File: src/rtl/car_pkg.sv
// Package: shared types for the chained indirect address resolver.
// Assumes: single clock domain; users compare aix_mode against the codes here.
package car_pkg;
    typedef enum logic [1:0] {
        ST_IDLE   = 2'd0,
        ST_DECODE = 2'd1,
        ST_READ   = 2'd2,
        ST_WRITE  = 2'd3
    } car_state_e;

    localparam logic [1:0] AIX_LOW   = 2'd1;  // one incrementing window
    localparam logic [1:0] AIX_SPLIT = 2'd2;  // incrementing and decrementing windows
endpackage

File: src/rtl/car_addr_calc.sv
// Module: adds the selected index register to an address field.
// Assumes: selector value 0 means "no index"; registers 1..N are packed
// in idx_flat with register k at slice (k-1).
module car_addr_calc #(
    parameter int unsigned ADDR_W = 18,
    parameter int unsigned SEL_W  = 3,
    localparam int unsigned NREG  = (1 << SEL_W) - 1
) (
    input  logic [SEL_W-1:0]       sel,
    input  logic [ADDR_W-1:0]      addr_field,
    input  logic [NREG*ADDR_W-1:0] idx_flat,
    output logic [ADDR_W-1:0]      eff_addr
);
    logic [ADDR_W-1:0] idx_val [NREG+1];

    // Unpack registers; slot 0 is the constant zero offset
    generate
        for (genvar g = 0; g <= NREG; g++) begin : g_idx
            if (g == 0) begin : g_none
                assign idx_val[g] = '0;
            end else begin : g_reg
                assign idx_val[g] = idx_flat[(g-1)*ADDR_W +: ADDR_W];
            end
        end
    endgenerate

    // Modular sum of address field and selected offset
    always_comb eff_addr = addr_field + idx_val[sel];
endmodule

File: src/rtl/car_autoidx.sv
// Module: classifies a pointer address against the self-modifying windows
// and produces the adjusted word (low address field +/-1, upper bits kept).
// Assumes: windows are SPAN words long and do not overlap.
module car_autoidx
    import car_pkg::*;
#(
    parameter int unsigned ADDR_W   = 18,
    parameter int unsigned WORD_W   = 36,
    parameter int unsigned SPAN     = 8,
    parameter int unsigned LOW_BASE = 8,
    parameter int unsigned INC_BASE = 16,
    parameter int unsigned DEC_BASE = 24
) (
    input  logic [1:0]        mode,
    input  logic [ADDR_W-1:0] ptr,
    input  logic [WORD_W-1:0] rdata,
    output logic              hit,
    output logic [WORD_W-1:0] new_word
);
    localparam logic [ADDR_W-1:0] LOW_LO = ADDR_W'(LOW_BASE);
    localparam logic [ADDR_W-1:0] LOW_HI = ADDR_W'(LOW_BASE + SPAN);
    localparam logic [ADDR_W-1:0] INC_LO = ADDR_W'(INC_BASE);
    localparam logic [ADDR_W-1:0] INC_HI = ADDR_W'(INC_BASE + SPAN);
    localparam logic [ADDR_W-1:0] DEC_LO = ADDR_W'(DEC_BASE);
    localparam logic [ADDR_W-1:0] DEC_HI = ADDR_W'(DEC_BASE + SPAN);

    logic do_inc, do_dec;
    logic [ADDR_W-1:0] low_field;

    // Window decode per layout
    always_comb begin
        do_inc = ((mode == AIX_LOW)   && ptr >= LOW_LO && ptr < LOW_HI) ||
                 ((mode == AIX_SPLIT) && ptr >= INC_LO && ptr < INC_HI);
        do_dec =  (mode == AIX_SPLIT) && ptr >= DEC_LO && ptr < DEC_HI;
        hit    = do_inc || do_dec;
    end

    // Adjust only the address field, preserving flag/selector/spare bits
    always_comb begin
        low_field = do_inc ? rdata[ADDR_W-1:0] + 1'b1 : rdata[ADDR_W-1:0] - 1'b1;
        new_word  = {rdata[WORD_W-1:ADDR_W], low_field};
    end
endmodule

File: src/rtl/chain_addr_resolver.sv
// Module: walks a chain of indirect address words in memory until a direct
// word is found, applying index offsets at every level and self-modifying
// pointer windows. Samples irq before every decode and aborts on it.
// Assumes: memory grants a request by raising mem_rdy for one sampled edge;
// the caller keeps idx_regs and aix_mode stable during a walk.
module chain_addr_resolver
    import car_pkg::*;
#(
    parameter int unsigned WORD_W  = 36,
    parameter int unsigned ADDR_W  = 18,
    parameter int unsigned SEL_W   = 3,
    parameter int unsigned IND_POS = 35,
    parameter int unsigned SEL_POS = 18,
    parameter int unsigned SPAN    = 8,
    localparam int unsigned NREG   = (1 << SEL_W) - 1
) (
    input  logic                   clk,
    input  logic                   rst_n,
    input  logic                   start,
    input  logic [WORD_W-1:0]      first_word,
    input  logic [NREG*ADDR_W-1:0] idx_regs,
    input  logic [1:0]             aix_mode,
    input  logic                   irq,
    output logic                   mem_req,
    output logic                   mem_we,
    output logic [ADDR_W-1:0]      mem_addr,
    output logic [WORD_W-1:0]      mem_wdata,
    input  logic [WORD_W-1:0]      mem_rdata,
    input  logic                   mem_rdy,
    output logic [ADDR_W-1:0]      ea,
    output logic                   done,
    output logic                   abort
);
    car_state_e        state;
    logic [WORD_W-1:0] cur_word;
    logic [ADDR_W-1:0] ptr;
    logic [ADDR_W-1:0] word_addr;
    logic              aix_hit;
    logic [WORD_W-1:0] aix_word;

    car_addr_calc #(.ADDR_W(ADDR_W), .SEL_W(SEL_W)) u_calc (
        .sel        (cur_word[SEL_POS +: SEL_W]),
        .addr_field (cur_word[ADDR_W-1:0]),
        .idx_flat   (idx_regs),
        .eff_addr   (word_addr)
    );

    car_autoidx #(
        .ADDR_W(ADDR_W), .WORD_W(WORD_W), .SPAN(SPAN),
        .LOW_BASE(SPAN), .INC_BASE(2*SPAN), .DEC_BASE(3*SPAN)
    ) u_aix (
        .mode     (aix_mode),
        .ptr      (ptr),
        .rdata    (mem_rdata),
        .hit      (aix_hit),
        .new_word (aix_word)
    );

    // Walk sequencer: decode, read pointer, optional write-back
    always_ff @(posedge clk) begin
        if (!rst_n) begin
            state    <= ST_IDLE;
            cur_word <= '0;
            ptr      <= '0;
            ea       <= '0;
            done     <= 1'b0;
            abort    <= 1'b0;
        end else begin
            done  <= 1'b0;
            abort <= 1'b0;
            unique case (state)
                ST_IDLE: begin
                    if (start) begin
                        cur_word <= first_word;
                        state    <= ST_DECODE;
                    end
                end
                ST_DECODE: begin
                    if (irq) begin
                        abort <= 1'b1;
                        state <= ST_IDLE;
                    end else if (!cur_word[IND_POS]) begin
                        ea    <= word_addr;
                        done  <= 1'b1;
                        state <= ST_IDLE;
                    end else begin
                        ptr   <= word_addr;
                        state <= ST_READ;
                    end
                end
                ST_READ: begin
                    if (mem_rdy) begin
                        cur_word <= aix_hit ? aix_word : mem_rdata;
                        state    <= aix_hit ? ST_WRITE : ST_DECODE;
                    end
                end
                ST_WRITE: begin
                    if (mem_rdy) state <= ST_DECODE;
                end
                default: state <= ST_IDLE;
            endcase
        end
    end

    // Memory port: one request per memory state
    always_comb begin
        mem_req   = (state == ST_READ) || (state == ST_WRITE);
        mem_we    = (state == ST_WRITE);
        mem_addr  = ptr;
        mem_wdata = cur_word;
    end

    // request held steady while not granted
    assert_req_hold_R10: assert property (@(posedge clk) disable iff (!rst_n)
        (mem_req && !mem_rdy) |=> (mem_req && $stable(mem_addr) && $stable(mem_we) && $stable(mem_wdata)));

    // a write-back directly follows a granted read of the same address
    assert_wb_after_read_R7: assert property (@(posedge clk) disable iff (!rst_n)
        $rose(mem_we) |-> ($past(mem_req && !mem_we && mem_rdy) && $stable(mem_addr)));

    // abort is quiet: no done, no memory traffic
    assert_abort_quiet_R8: assert property (@(posedge clk) disable iff (!rst_n)
        abort |-> (!done && !mem_req));

    // a completed walk leaves no request active
    assert_done_idle_R2: assert property (@(posedge clk) disable iff (!rst_n)
        done |-> !mem_req);

    // result changes only with its strobe
    assert_ea_with_done_R11: assert property (@(posedge clk) disable iff (!rst_n)
        !$stable(ea) |-> done);
endmodule

File: config.mk
export PLATFORM = sky130hd
export DESIGN_NAME = chain_addr_resolver
export DESIGN_NICKNAME = d
export VERILOG_FILES = /design/src/rtl/car_pkg.sv /design/src/rtl/car_addr_calc.sv /design/src/rtl/car_autoidx.sv /design/src/rtl/chain_addr_resolver.sv
export SDC_FILE = /design/constraint.sdc
export NUM_CORES = 1
export LEC_CHECK = 0
export CAP_MARGIN = 20
export CELL_PAD_IN_SITES_DETAIL_PLACEMENT = 1
export CELL_PAD_IN_SITES_GLOBAL_PLACEMENT = 2
export CORE_ASPECT_RATIO = 1.1
export CORE_MARGIN = 1
export CORE_UTILIZATION = 25
export CTS_CLUSTER_SIZE = 25
export DETAILED_ROUTE_END_ITERATION = 8
export PLACE_DENSITY = 0.92
export SYNTH_ARGS = -nofsm -noshare
export SYNTH_HDL_FRONTEND = slang
export SYNTH_SLANG_ARGS = --single-unit
File: constraint.sdc
create_clock -name clk -period 6.65 [get_ports clk]
set_clock_uncertainty 0.2 [all_clocks]
set_input_delay 1.33 -clock clk [delete_from_list [all_inputs] [get_ports clk]]
set_output_delay 1.33 -clock clk [all_outputs]
set_load 0.05 [all_outputs]
; Yosys cells after proc, flatten, opt, wreduce, memory -nomap -nowiden
; Cells that the tools add are included.
[totals]
ff_bits = 76
in_bits = 205
[op_classes]
muxes = 17
bitwise = 5
n_reduce_logical = 17
order_cmp = 7
n_addsub = 3
n_eq_ne = 8
[ops]
columns = op, count
row1 = $mux 18, 4
row2 = $mux 36, 2
row3 = $pmux 36 s2, 1
row4 = $bmux 18 s3, 1
row5 = $ge 18x5->1 const B, 2
row6 = $lt 18x5->1 const B, 2
row7 = $add 18x1->18 const B, 1
row8 = $add 18x18->18, 1
row9 = $ge 18x4->1 const B, 1
row10 = $lt 18x6->1 const B, 1
row11 = $sub 18x1->18 const B, 1
row12 = $mux 2, 6
row13 = $reduce_and 3->1, 4
row14 = $pmux 2 s4, 1
row15 = $eq 2x2->1 const B, 3
row16 = $logic_and 1x1->1, 6
row17 = $eq 2x1->1 const B, 2
row18 = $ge 4x4->1 const B, 1
row19 = $ne 2x2->1 const B, 2
row20 = $not 1->1, 4
row21 = $not 3->4, 1
row22 = $logic_or 1x1->1, 3
row23 = $reduce_or 3->1, 1
row24 = $logic_not 2->1, 1
row25 = other kinds (4), 5

; Depth between registers and ports, before layout
; Gate-level depths: netlist (run 1).
[logic_depth]
ltp_word = 8
ltp_mapped = 15
depth_no_buf = 13

; Hierarchy
; Synthesis (run 1) repeated with hierarchy kept, for this count alone.
[hier_totals]
cells_unflattened = 715
hier_area_um2 = 6134.6
[modules_own_cells]
columns = module, area_per_inst_um2, seq_area_each_um2, n_inst, cells_each
row1 = chain_addr_resolver, 3369.5, 1521.5, 1, 385
row2 = car_addr_calc, 1781.7, 0.0, 1, 206
row3 = car_autoidx, 983.4, 0.0, 1, 124

; Worst setup path after synthesis (run 1)
; No wires, ideal clock.
[synth_timing]
kind = input port to flip-flop
start = input aix_mode[1]
end = register cur_word[16] (netlist: mem_wdata[16])
setup_slack_ns = 1.953
stages = 10
n_path_buf = 0
arrival_time_ns = 4.401
required_time_ns = 6.354
path_cell_list = and4bb_2 -> o21ai_1 -> ha_1 -> a21o_1 -> a21o_2 -> a2111oi_4 -> o31ai_2 -> nand2_1 -> mux2_1 -> o41ai_2
[synth_via]
elab_chain_len = 8
[synth_rtl]
columns = item, line
row1 = from (decl), chain_addr_resolver.sv:22  ; input logic [1:0] aix_mode,
row2 = $eq 2x1->1 or $eq 2x2->1 (tied branches), "car_autoidx.sv:32, car_autoidx.sv:33, car_autoidx.sv:34"
row3 = "$logic_and 1x1->1, on equally long branches (2 in a row)", "car_autoidx.sv:32, car_autoidx.sv:33"
row4 = $logic_or 1x1->1, car_autoidx.sv:32  ; do_inc = ((mode == AIX_LOW) && ptr >= LOW_LO && ptr < LOW_HI) ||
row5 = $mux 18 or $logic_or 1x1->1 (tied branches), "car_autoidx.sv:40, car_autoidx.sv:35"
row6 = $mux 18 (*), chain_addr_resolver.sv:93  ; cur_word <= aix_hit ? aix_word : mem_rdata;
row7 = $mux 36 (*), chain_addr_resolver.sv:92  ; if (mem_rdy) begin
row8 = $pmux 36 s2 (*), chain_addr_resolver.sv:71  ; unique case (state)
row9 = to (signal assigned), chain_addr_resolver.sv:74  ; cur_word <= first_word;
row10 = to (signal assigned), chain_addr_resolver.sv:93
row11 = to (decl), chain_addr_resolver.sv:35  ; logic [WORD_W-1:0] cur_word;
; Mark *: on every way between the ends. The rest lies on a longest branch, timed or not. The select of a mux whose other input is x is not followed.
; A chain may end at the register's enable or synchronous reset.

; Worst setup path after layout (run 1)
; Ends and elaborated chain as after synthesis.

==> impl_results.md, run 1 <==
- GRT Total Usage: 0.199
- Final setup margin: 1.90 ns
- Flops & latches, synth: 76
- Largest net degree at the start of global routing: 71
- Nature of the critical path startpoint: input pin
- Metal1 wirelength: 10,600 um
- Netlist Area Pre-Place: 0.00611 mm2
- Initial detailed-routing violation count: 185
- Primary FF master, synth: dfxtp_1
- Distinct cells, synth: 66
- Synth top area share: 0.249
- Worst skew pair latency: 0.34 ns
- Setup crit start: aix_mode[1]
- Worst Path Required: 6.69 ns
- Worst r2r path cells: 12
- Arrival @ worst endpoint: 4.80 ns
- Seq/Total Area, Yosys: 0.249
- TritonCTS clock tree: done
- Setup Crit Path Kind: input pin to register
- Met2 routed WL: 12,500 um
- Worst flop-to-flop path startpoint: mem_wdata[19]
- Commonest non-fill, non-tap cell in the layout: clkdlybuf4s50_1
- Min cycle time layout: 4.75 ns
- Placement Setup Slack: 1.61 ns
- Slew HR: 0.483
- Vias per inst: 5.08
- Initial antenna violation count: 0
- Post-synth ARST share: 0
- Yosys warns: 0
- Routed WL: 24,600 um
- Leakage Power: 3.63 nW
- Endpoints failing setup: 0
- Crit share post-route: 0.715
- Hold Crit Class: register to register
- Setup TNS: 0 ns
- IO Pins: 281
- EDFF count, synth: 0
- Core ar.: 0.0238 mm2
- Drt pass-1 iters: 4
- CP Max Fanout: 15
- Synth top area cells: dfxtp_1, nand2_1, ha_1
- Final #Nets: 1,243
- Clk buf depth: 2
- Max layer used: met4
- Ant. Diodes: 0
- Max Freq: 210 MHz
- Row cnt: 59
- Die area: 0.0251 mm2
- Synth Net Count: 988
- CTS Buf Count: 9
- Leading area contributor after synthesis: dfxtp_1
- Crit path to: mem_wdata[16]
- Fin. max-slew vios: 0
- GP Congestion: 0.846
- Actual slew at the worst max-slew pin: 0.776 ns
- Reg2reg end: mem_addr[16]
- IR drop worst, VDD: 0.0000991 V
- Post-route ant nets: 0
- Proportion of layout cells with a drive suffix above 1: 0.0708
- P&R area growth vs syn: 55.1%
- Final HPWL DP: 20,100 um
- CTS root buf: clkbuf_16
- Vias in the first global route: 6,886
- Max Cap Viol: 0
- Met3 Wirelength: 1180 um
- DIE WIDTH: 151 um
- Die Span Y: 166 um
- Post-CTS Resized: 0
- I/O Buffers: 280
- DR WL/cell: 18.8 um
- Setup repair bufs after CTS: 0
- Post-Syn Instances: 743
- DRC viols: 0
- Final Hold Fails: 0
- Num Clock Sinks: 76
- Global-route wire length before repair: 38,100 um
- H-tree depth: 3
- Routed via count: 6,649
- R2R setup slack: 2.28 ns
- Gr ovfl total: 0
- Status: finished, final reports clean
- Commonest cells after routing, fill and taps aside: clkdlybuf4s50_1, nand2_1, dfxtp_1
- Avg Inst Size Synth: 8.22 um2
- Critical Path End Type: register
- Pwr dens: 190 mW/mm2
- CTS Hold Bufs: 0
- RSZ-0062 raised after global routing: no
- Clk pin slew, worst setup/hold paths: 0.06 ns
- Starting Density: 0.256
-- cells by family (layout without fill, tap and decap cells) --
family                   after synthesis  in the layout  synth area share
buffers and inverters                 60            320            0.0400
XOR/XNOR                              20             20            0.0299
AO/OA/AOI/OAI                        242            242             0.272
multiplexers                          62             62             0.146
adder cells (fa/ha/maj)               40             40            0.0844
flip-flops                            76             76             0.249
AND/OR/NAND/NOR                      243            243             0.179
-- critical path, cell delays in order --
cell	delay, ns
clkdlybuf4s50_1	0.49
and4bb_2	0.28
o21ai_1	0.45
buf_4	0.31
ha_1	0.29
a21o_2	0.25
a2111oi_4	0.44
o31ai_2	0.16
nand2_1	0.13
mux2_1	0.35
o41ai_2	0.32
-- layout make-up --
type | count | area (um2)
inverters | 15 | 56.3
clock inverters | 6 | 47.5
repair buffers | 289 | 2870
multi-input cells | 607 | 4360
well taps | 305 | 382
flip-flops and latches | 76 | 1520
fillers | 2850 | 14400
clock buffers | 10 | 239
-- cell usage after synthesis (all sizes together), types with 3 or more instances --
cell type    n
mux2        20
nand2b       7
and3         6
and2         6
nor3b        3
nor2b        5
xnor2       10
ha          38
o21ai       61
a211oi       6
o21a         8
or3          3
o311ai       4
o31ai        5
a21boi      24
o21bai       4
nor3         7
o211ai      15
mux2i       24
a21oi       47
nand3       15
xor2        10
clkbuf      29
mux4        18
a31oi        5
inv         15
a21o        12
nor2        42
dfxtp       76
a22oi       18
o211a       21
nand3b       4
nand2      130
buf         16
nand4        5
-- report_power, final --
group,internal (mW),switching (mW)
registers,0.492,0.0371
logic,0.350,0.446
clock network,0.266,0.210
-- registers in the layout (all words and copies together) (netlist names) --
register   count
mem_wdata     36
ea            18
mem_addr      18
state          2
abort          1
done           1
-- stage by stage --
step / hold slack [ns] / utilization / area (um2) / power (mW) / instances
2_1_floorplan: 0.324 / - / 6110 / 1.01 / 743
3_3_place_gp: 0.255 / 0.385 / 9180 / 1.33 / 1292
3_5_place_dp: 0.266 / 0.385 / 9180 / 1.34 / 1292
5_1_grt: 0.304 / 0.397 / 9470 / 1.91 / 1308
6_report: 0.270 / 0.397 / 9470 / 1.80 / 1308
4_1_cts: 0.274 / 0.397 / 9470 / 1.82 / 1308
-- worst min path at each step --
stage | start | end | slack, ns | cells past startpoint
6_report | ea[5] | ea[5] | 0.27 | 2
2_1_floorplan | state[1] | state[1] | 0.32 | 2
3_5_place_dp | mem_addr[2] | mem_addr[2] | 0.27 | 2
5_1_grt | ea[17] | ea[17] | 0.30 | 2
3_3_place_gp | ea[0] | ea[0] | 0.26 | 2
4_1_cts | mem_addr[2] | mem_addr[2] | 0.27 | 2
-- routing by layer --
| layer | vias up | global-route usage |
|---|---|---|
| li1 | 3253 | - |
| met1 | 3172 | 0.244 |
| met2 | 202 | 0.354 |
| met3 | 22 | 0.0374 |
| met4 | 0 | 0.0461 |
| met5 | - | 0 |
No activity file was read; power rests on OpenSTA's default activity.
==> run 2: changes to the inputs <==
--- a/config.mk
+++ b/config.mk
@@ -10,10 +10,10 @@
 export CELL_PAD_IN_SITES_GLOBAL_PLACEMENT = 2
 export CORE_ASPECT_RATIO = 1.1
 export CORE_MARGIN = 1
-export CORE_UTILIZATION = 25
+export CORE_UTILIZATION = 23
 export CTS_CLUSTER_SIZE = 25
 export DETAILED_ROUTE_END_ITERATION = 8
-export PLACE_DENSITY = 0.92
+export PLACE_DENSITY = 0.86
 export SYNTH_ARGS = -nofsm -noshare
 export SYNTH_HDL_FRONTEND = slang
 export SYNTH_SLANG_ARGS = --single-unit
==> constraint.sdc (replaced) <==
create_clock -name clk -period 4.75 [get_ports clk]
set_clock_uncertainty 0.2 [all_clocks]
set_input_delay 0.95 -clock clk [delete_from_list [all_inputs] [get_ports clk]]
set_output_delay 0.95 -clock clk [all_outputs]
set_load 0.05 [all_outputs]
==> run 2 against run 1 <==
  * Flip-flop and latch count unchanged
  * Die area is 8.6% higher
  * Critical path depth unchanged
  * Via count decreased by 0.92%
  * Non-clock buffer count grew 6
  * Cell area grew 1.3%
  * Hold slack improved by 0.00072 ns
  * Final cell count rose by 4.1%
==> impl_results.md, run 2 (same netlist as run 1, synthesis figures left out) <==
- H-tree depth: 3 (unchanged)
- Crit share post-route: 0.899
- Final #Nets: 1,249 (+0.48%)
- Setup Crit Path Kind: input pin to register
- Worst skew pair latency: 0.34 ns (about the same)
- Seq pwr share: 0.296 (+0.002)
- Arrival @ worst endpoint: 4.31 ns (-0.49 ns)
- CTS Buf Count: 9 (unchanged)
- Initial detailed-routing violation count: 196 (+5.9%)
- Core ar.: 0.0261 mm2 (+9.3%)
- Leakage Power: 3.66 nW (+0.91%)
- RSZ-0062 raised after global routing: no
- Actual slew at the worst max-slew pin: 0.835 ns (+0.0591 ns)
- Largest net degree at the start of global routing: 70 (-1.4%)
- DIE WIDTH: 157 um (+4.2%)
- P&R area growth vs syn: 57.0%
- Pwr dens: 266 mW/mm2 (+40%)
- Max Cap Viol: 0 (unchanged)
- Worst Path Required: 4.79 ns (-1.90 ns)
- Hold Crit Class: register to register
- Clk buf depth: 2 (unchanged)
- Proportion of layout cells with a drive suffix above 1: 0.0773 (+0.00652)
- Commonest cells after routing, fill and taps aside: clkdlybuf4s50_1, nand2_1, dfxtp_1
- Critical Path End Type: register
- Routed WL: 25,400 um (+3.5%)
- Vias in the first global route: 7,057 (+2.5%)
- Final HPWL DP: 20,900 um (+4.1%)
- CP Max Fanout: 4 (-11)
- Placed instance count: 1,345 (+4.1%)
- GP Congestion: 0.875 (+3.5%)
- Routed via count: 6,588 (-0.92%)
- Starting Density: 0.234 (-0.0218)
- Number of flip-flops in the largest register: 36 (unchanged)
- Initial antenna violation count: 1 (+1)
- Status: finished, final reports clean
- Switching Share: 0.389 (+0.00366)
- Slew HR: 0.444 (-0.0394)
- Drt pass-1 iters: 4 (unchanged)
- Post-route ant nets: 0 (unchanged)
- CP peak stage delay: 0.47 ns (-0.02 ns)
- Endpoints failing setup: 0 (unchanged)
- Fin. max-slew vios: 0 (unchanged)
- Vias per inst: 4.84 (-4.8%)
- CTS root buf: clkbuf_16
- CP max stage cell: clkdlybuf4s50_1
- GRT Total Usage: 0.190 (-0.00909)
- I/O Buffers: 280 (unchanged)
- Row cnt: 62 (+5.1%)
- Pint: 1.56 mW (+41%)
- Gr ovfl total: 0 (unchanged)
- Clk pwr share: 0.266 (+0.002)
- Combinational power share: 0.438 (-0.004)
- CTS Hold Bufs: 0 (unchanged)
- IO Pins: 281 (unchanged)
- Die Span Y: 173 um (+4.2%)
- Post-CTS Resized: 0 (unchanged)
- Design Power: 2.55 mW (+41%)
- Nature of the critical path startpoint: input pin
- DR WL/cell: 18.7 um (-0.58%)
- Commonest non-fill, non-tap cell in the layout: clkdlybuf4s50_1
- IR drop worst, VDD: 0.000130 V (+31%)
- Setup repair bufs after CTS: 0 (unchanged)
- P_sw: 0.990 mW (+43%)
- Crit-path cells: clkdlybuf4s50_1 > and4bb_2 > o21ai_1 > ha_1 > a21o_1 > a21o_2 > a2111oi_4 > o31ai_2 > nand2_1 > mux2_1 > o41ai_2
- Min cycle time layout: 4.27 ns
- DRC viols: 0 (unchanged)
- Die area: 0.0272 mm2 (+8.6%)
- Clk pin slew, worst setup/hold paths: 0.06 ns (about the same)
- Setup TNS: 0 ns (unchanged)
- Finished Layout Cells: 1,362 (+4.1%)
- TritonCTS clock tree: done
- Num Clock Sinks: 76 (unchanged)
- Final Hold Fails: 0 (unchanged)
- Max Freq: 234 MHz
- Global-route wire length before repair: 39,000 um (+2.5%)
run 2: critical path, delay by kind of cell:
| family | cells | cell delay (ns) |
|---|---|---|
| AOI/OAI and AO/OA | 6 | 1.75 |
| and+or+nand+nor | 2 | 0.41 |
| muxes | 1 | 0.34 |
| adders and majority gates | 1 | 0.38 |
| buffers and inverters | 1 | 0.47 |
run 2: path summary, 6_finish.rpt:
kind,startpoint,to,slack [ns],cells past startpoint
max,aix_mode[1],mem_wdata[16],0.48,11
max reg2reg,mem_wdata[18],ea[14],0.81,14
min,mem_addr[2],mem_addr[2],0.27,2
min reg2reg,mem_addr[2],mem_addr[2],0.27,2
run 2: area by class of cell:
cell class              count  area, um2
fillers                  3137      16500
multi-input cells         607       4360
repair buffers            295       2920
flip-flops and latches     76       1520
well taps                 352        440
clock buffers              10        239
inverters                  15       56.3
clock inverters             6       47.5
diodes                      1       2.50
run 2: power by group through the flow:
stage	combinational, mW	clock, mW	sequential [mW]
floorplan	0.505	0	0.908
global placement	1.11	0	0.770
detailed placement	1.13	0	0.771
CTS	1.13	0.699	0.757
global route	1.21	0.723	0.762
finish	1.12	0.678	0.753
run 2: per-layer routing:
metal / GRT usage / share of wire
met1: 0.227 / 0.43
met2: 0.331 / 0.49
met3: 0.0466 / 0.065
met4: 0.0591 / 0.021
met5: 0 / 0
run 2: stage by stage:
| stage | hold slack [ns] | utilization | area, um2 | worst slack (ns) |
|---|---|---|---|---|
| floorplan | 0.324 | - | 6110 | 0.433 |
| global placement | 0.255 | 0.357 | 9300 | 0.186 |
| detailed placement | 0.267 | 0.357 | 9300 | 0.142 |
| CTS | 0.275 | 0.368 | 9590 | 0.479 |
| global route | 0.293 | 0.368 | 9590 | 0.297 |
| finish | 0.270 | 0.368 | 9590 | 0.481 |
